$ cat src/rtl/pix_fifo_pkg.sv
`timescale 1ns/1ps
package pix_fifo_pkg;
  localparam int unsigned PIX_FLAG_W = 4;

  typedef struct packed {
    logic line_first;
    logic line_last;
    logic frame_first;
    logic frame_last;
  } pix_flags_t;
endpackage

$ cat src/rtl/pix_fifo_store.sv
`timescale 1ns/1ps
module pix_fifo_store #(
  parameter int unsigned WORD_W = 12,
  parameter int unsigned DEPTH  = 8,
  parameter int unsigned AW     = $clog2(DEPTH)
) (
  input  logic              clk_i,
  input  logic              wr_en_i,
  input  logic [AW-1:0]     wr_addr_i,
  input  logic [WORD_W-1:0] wr_word_i,
  input  logic [AW-1:0]     rd_addr_i,
  output logic [WORD_W-1:0] rd_word_o
);
  logic [WORD_W-1:0] entry_q [DEPTH];

  for (genvar g = 0; g < DEPTH; g++) begin : g_entry
    always_ff @(posedge clk_i) begin
      if (wr_en_i && wr_addr_i == AW'(g)) entry_q[g] <= wr_word_i;
    end
  end

  assign rd_word_o = entry_q[rd_addr_i];
endmodule

$ cat src/rtl/pix_fifo_ctrl.sv
`timescale 1ns/1ps
module pix_fifo_ctrl #(
  parameter int unsigned DEPTH = 8,
  parameter int unsigned AW    = $clog2(DEPTH)
) (
  input  logic          clk_i,
  input  logic          rst_ni,
  input  logic          push_i,
  input  logic          pop_req_i,
  output logic          wr_en_o,
  output logic [AW-1:0] wr_addr_o,
  output logic [AW-1:0] rd_addr_o,
  output logic          not_empty_o,
  output logic          in_ready_o,
  output logic          overflow_o
);
  localparam int unsigned CW = AW + 1;
  localparam logic [CW-1:0] FULL_LVL = CW'(DEPTH);
  localparam logic [CW-1:0] STOP_LVL = CW'(DEPTH - 1);

  logic [CW-1:0] count_q;
  logic [AW-1:0] wr_ptr_q, rd_ptr_q;
  logic          ovf_q;
  logic          full_w, rd_en_w;

  assign full_w      = (count_q == FULL_LVL);
  assign not_empty_o = (count_q != '0);
  assign wr_en_o     = push_i & ~full_w;
  assign rd_en_w     = not_empty_o & pop_req_i;
  // keep one entry spare for the beat that arrives after ready drops
  assign in_ready_o  = (count_q < STOP_LVL);
  assign wr_addr_o   = wr_ptr_q;
  assign rd_addr_o   = rd_ptr_q;
  assign overflow_o  = ovf_q;

  always_ff @(posedge clk_i or negedge rst_ni) begin
    if (!rst_ni) begin
      count_q  <= '0;
      wr_ptr_q <= '0;
      rd_ptr_q <= '0;
      ovf_q    <= 1'b0;
    end else begin
      if (wr_en_o) wr_ptr_q <= wr_ptr_q + 1'b1;
      if (rd_en_w) rd_ptr_q <= rd_ptr_q + 1'b1;
      unique case ({wr_en_o, rd_en_w})
        2'b10:   count_q <= count_q + 1'b1;
        2'b01:   count_q <= count_q - 1'b1;
        default: count_q <= count_q;
      endcase
      if (push_i && full_w) ovf_q <= 1'b1;
    end
  end

  a_r8_count_hold: assert property (@(posedge clk_i) disable iff (!rst_ni)
    (wr_en_o && rd_en_w) |=> $stable(count_q));
  a_r6_overflow_sticky: assert property (@(posedge clk_i) disable iff (!rst_ni)
    overflow_o |=> overflow_o);
  a_r3_ready_edge: assert property (@(posedge clk_i) disable iff (!rst_ni)
    $fell(in_ready_o) |-> (count_q == STOP_LVL));
  a_r5_full_refuse: assert property (@(posedge clk_i) disable iff (!rst_ni)
    (full_w && push_i && !pop_req_i) |=> (count_q == FULL_LVL) && overflow_o);

  always_comb begin
    a_r3_count_bound: assert (!rst_ni || count_q <= FULL_LVL);
  end
endmodule

$ cat src/rtl/pix_bp_fifo.sv
`timescale 1ns/1ps
module pix_bp_fifo
  import pix_fifo_pkg::*;
#(
  parameter int unsigned DATA_W = 8,
  parameter int unsigned DEPTH  = 8
) (
  input  logic              clk_i,
  input  logic              rst_ni,
  input  logic              in_valid_i,
  input  logic [DATA_W-1:0] in_data_i,
  input  logic              in_hstart_i,
  input  logic              in_hend_i,
  input  logic              in_vstart_i,
  input  logic              in_vend_i,
  output logic              in_ready_o,
  output logic              out_valid_o,
  output logic [DATA_W-1:0] out_data_o,
  output logic              out_hstart_o,
  output logic              out_hend_o,
  output logic              out_vstart_o,
  output logic              out_vend_o,
  input  logic              out_ready_i,
  output logic              overflow_o
);
  localparam int unsigned AW     = $clog2(DEPTH);
  localparam int unsigned WORD_W = DATA_W + PIX_FLAG_W;

  pix_flags_t        in_flags, out_flags;
  logic [WORD_W-1:0] wr_word, rd_word;
  logic              wr_en;
  logic [AW-1:0]     wr_addr, rd_addr;

  assign in_flags = '{line_first: in_hstart_i, line_last: in_hend_i,
                      frame_first: in_vstart_i, frame_last: in_vend_i};
  assign wr_word  = {in_flags, in_data_i};

  pix_fifo_ctrl #(.DEPTH(DEPTH), .AW(AW)) u_ctrl (
    .clk_i       (clk_i),
    .rst_ni      (rst_ni),
    .push_i      (in_valid_i),
    .pop_req_i   (out_ready_i),
    .wr_en_o     (wr_en),
    .wr_addr_o   (wr_addr),
    .rd_addr_o   (rd_addr),
    .not_empty_o (out_valid_o),
    .in_ready_o  (in_ready_o),
    .overflow_o  (overflow_o)
  );

  pix_fifo_store #(.WORD_W(WORD_W), .DEPTH(DEPTH), .AW(AW)) u_store (
    .clk_i     (clk_i),
    .wr_en_i   (wr_en),
    .wr_addr_i (wr_addr),
    .wr_word_i (wr_word),
    .rd_addr_i (rd_addr),
    .rd_word_o (rd_word)
  );

  assign {out_flags, out_data_o} = rd_word;
  assign out_hstart_o = out_flags.line_first;
  assign out_hend_o   = out_flags.line_last;
  assign out_vstart_o = out_flags.frame_first;
  assign out_vend_o   = out_flags.frame_last;

  a_r7_hold_output: assert property (@(posedge clk_i) disable iff (!rst_ni)
    (out_valid_o && !out_ready_i) |=> out_valid_o && $stable(rd_word));
  a_r9_no_write_idle: assert property (@(posedge clk_i) disable iff (!rst_ni)
    (!in_valid_i && !out_valid_o) |=> !out_valid_o);
endmodule

$ cat config.mk
export PLATFORM = sky130hd
export DESIGN_NAME = pix_bp_fifo
export DESIGN_NICKNAME = d
export VERILOG_FILES = /design/src/rtl/pix_fifo_pkg.sv /design/src/rtl/pix_fifo_store.sv /design/src/rtl/pix_fifo_ctrl.sv /design/src/rtl/pix_bp_fifo.sv
export SDC_FILE = /design/constraint.sdc
export NUM_CORES = 1
export LEC_CHECK = 0
export BUFFER_PORTS_ARGS = -buffer_cell sky130_fd_sc_hd__buf_2
export CAP_MARGIN = 20
export CORE_MARGIN = 1
export CORE_UTILIZATION = 30
export CTS_CLUSTER_DIAMETER = 60
export DETAILED_ROUTE_END_ITERATION = 10
export PLACE_DENSITY = 0.48
export SETUP_SLACK_MARGIN = 0.5
export SLEW_MARGIN = 25
export SYNTH_ARGS = -nofsm -noshare
export SYNTH_HDL_FRONTEND = slang
export SYNTH_SLANG_ARGS = --single-unit
export TNS_END_PERCENT = 100
$ cat constraint.sdc
create_clock -name clk_i -period 3.6 [get_ports clk_i]
set_input_delay 0.54 -clock clk_i [delete_from_list [all_inputs] [get_ports clk_i]]
set_output_delay 0.54 -clock clk_i [all_outputs]
set_load 0.02 [all_outputs]
==> run metrics <==
run status complete, no violations; # setup viols final 0; vias per inst roughly 4.6; setup_tns 0 ps; Internal 2.655 mW; syn nets 239; drt initial violations about 90; Flop pwr share between 40% and 50%; worst hold margin ~64 ps; yosys warns 0; Synth cell types 31; CTS tree built; Tcrit/Tclk final approximately four fifths; initial core utilization a little under a third; Total GRT Usage approximately 11%; CTS Sinks around 110; IO buf count 30; Non-Filler Cell Area, Final roughly 5000 um2; slowest stage delay, CP roughly 630 ps; CP Max Fanout 9; RSZ-0062 raised after global routing false; GRT overflow 0; Placer Congestion between 0.7 and 0.8; io pins 31; die area 15,280 um2; Comb power frac between 30% and 40%; DR DRC count 0; Die W 123.6 um; core area ~14,000 um2; Mapped Cells 212; synthesis-to-finish area growth 13.28%; post-route ant nets 0; kind of critical path reg2reg; most used cell along the critical path ha_1; Psw 1.236 mW; nets between 200 and 300; Antenna diodes 0; P per Cell Area approximately 770 nW/um2; vias in the first global route between 2,000 and 2,500; CTS Hold Bufs 0; Design Power 3.891 mW; crit-path cells or4_4 -> nand2_1 -> inv_1 -> ha_1 -> ha_1 -> or4b_2 -> o311ai_0 -> o211ai_1; first-pass GRT wire length 12,120 um; # rows 44; Detailed Route WL ~8100 um; drt first pass iters 5; clock-pin transition on the worst setup and hold timing paths around 70 ps; maxcap violations 0; dpl cell area roughly 4800 um2; Max Freq 348.4 MHz; final cell count without fillers between 400 and 500; cts bufs inserted 9; CP endpoint kind flip-flop; Critical path buffers and inverters 1; clock root cell clkbuf_16; maximum clock path buffer count 2; syn avg cell area ~21 um2; number of synthesized register bits 107; DIE HEIGHT between 100 and 150 um; register area share after synthesis a little under three quarters; post-CTS setup buffers 0; initial antenna violation count 0; Clock power frac about 22%; CP max stage cell or4b_2; class of the worst hold path in2async; Leak about 1.8 nW; vias post-DR 2,002; Clock Skews 7.425 ps; post-DP HPWL roughly 4800 um; wire per inst 18.64 um; largest net degree at the start of global routing 27; Worst Tran Pin Value roughly 810 ps; Slew Limit Fails 0; Worst Path Arrival about 3000 ps; synthesized cell area between 4000 and 5000 um2; WP data required between 3000 and 4000 ps; CP startpoint kind flip-flop; min Tclk post-route between 2000 and 3000 ps; final hold vios 0; Cells after DPL ~420; Post-CTS Resized 0; clock latency on the worst-skew pair around 340 ps; share of post-route cells with drive strength above 1 between 20% and 30%; H-tree level count 3; relative slew slack a little under half; Net Sw Frac between 30% and 40%; Peak VDD IR 0.2379 mV; CP delay by family, top simple AND/OR/NAND/NOR gates
## worst register-to-register path: cells and delay by family (launching register included)
family	cells	cell delay (ps)
buffers and inverters	1	60
flip-flops	1	460
adder cells (fa/ha/maj)	2	660
AO/OA/AOI/OAI	2	260
AND/OR/NAND/NOR	3	1320
## cell usage in the layout (no fill, tap or decap), types with 4 or more instances in the layout
master	instances
inv_1	9
buf_2	30
dfrtp_1	11
clkbuf_16	9
edfxtp_1	96
ha_1	10
and3_1	6
mux2_2	15
xnor2_1	4
mux4_1	21
## path summary, 6_finish.rpt
path	start	to	slack, ps	cells past startpoint
max reg2reg	u_ctrl.count_q[0]	u_ctrl.count_q[3]	730	8
min in group clk_i	in_valid_i	u_ctrl.overflow_o	450	2
max	u_ctrl.count_q[0]	u_ctrl.count_q[3]	730	8
min reg2reg	u_ctrl.overflow_o	u_ctrl.overflow_o	470	1
max in group asynchronous	rst_ni	u_ctrl.count_q[1]	3320	1
min	rst_ni	u_ctrl.count_q[0]	60	1
## through the flow
stage / util [%] / worst slack, ps
2_1_floorplan: - / 773.9
3_3_place_gp: 32.99 / 749.9
3_5_place_dp: 32.99 / 745.4
4_1_cts: 34.72 / 719.4
5_1_grt: 34.72 / 629.3
6_report: 34.72 / 729.4
## per-layer routing
metal / routed length [um] / GRT usage (%) / part of all wire (%)
met1: 3601 / 14.60 / 45
met2: 4087 / 18.89 / 51
met3: 254 / 2.518 / 3.1
met4: 125 / 4.970 / 1.5
met5: 0 / 0 / 0
## cells by family after synthesis
kind of cell               share of synthesized area, %
AOI/OAI and AO/OA                                 1.579
muxes                                             17.99
adders and majority gates                         3.270
and+or+nand+nor                                   2.819
DFF                                               71.16
buffers and inverters                             2.199
xor gates and xnor gates                         0.9867
## synthesized netlist by cell type (all sizes together)
master  number  area (um2)
a21boi       1       7.510
and2         2       12.51
or4          1       11.26
o211ai       1       7.510
ha          10       125.1
o21ai        2       10.01
nand2        3       11.26
inv          9       33.78
mux2i        1       10.01
xor2         1       8.760
clkbuf       6       25.02
fa           1       20.02
a21oi        2       10.01
a31oi        1       6.260
or4b         1       10.01
nand3        3       15.01
a31o         1       8.760
nor3         1       5.000
nor3b        3       22.52
mux2        15       168.9
and3         6       37.54
dfrtp       11       275.3
a2111o       1       11.26
buf          4       38.78
o311ai       1       8.760
edfxtp      96        2883
xnor2        4       35.03
mux4        24       619.3
## power by group through the flow
stage | Clock [mW] | Sequential, mW | Combinational [mW]
4_1_cts | 0.885 | 1.74 | 1.34
2_1_floorplan | 0 | 1.68 | 1.04
6_report | 0.860 | 1.73 | 1.30
3_5_place_dp | 0 | 1.77 | 1.34
3_3_place_gp | 0 | 1.76 | 1.33
5_1_grt | 0.929 | 1.76 | 1.43
## registers in the layout, indices dropped and copies added (netlist names)
signal and cells:
u_store.entry_q 96, u_ctrl.count_q 4, u_ctrl.wr_addr_o 3, u_ctrl.rd_addr_o 3, u_ctrl.overflow_o 1
## final cells by class
cell class / count / area (um2)
multi-input cells: 86 / 1182
clock buffers: 11 / 232.7
well taps: 184 / 230.2
repair buffers: 33 / 172.7
clock inverters: 3 / 17.52
inverters: 9 / 33.78
fillers: 1359 / 9452
flip-flops and latches: 107 / 3158
(Power assumes the default switching activity.)
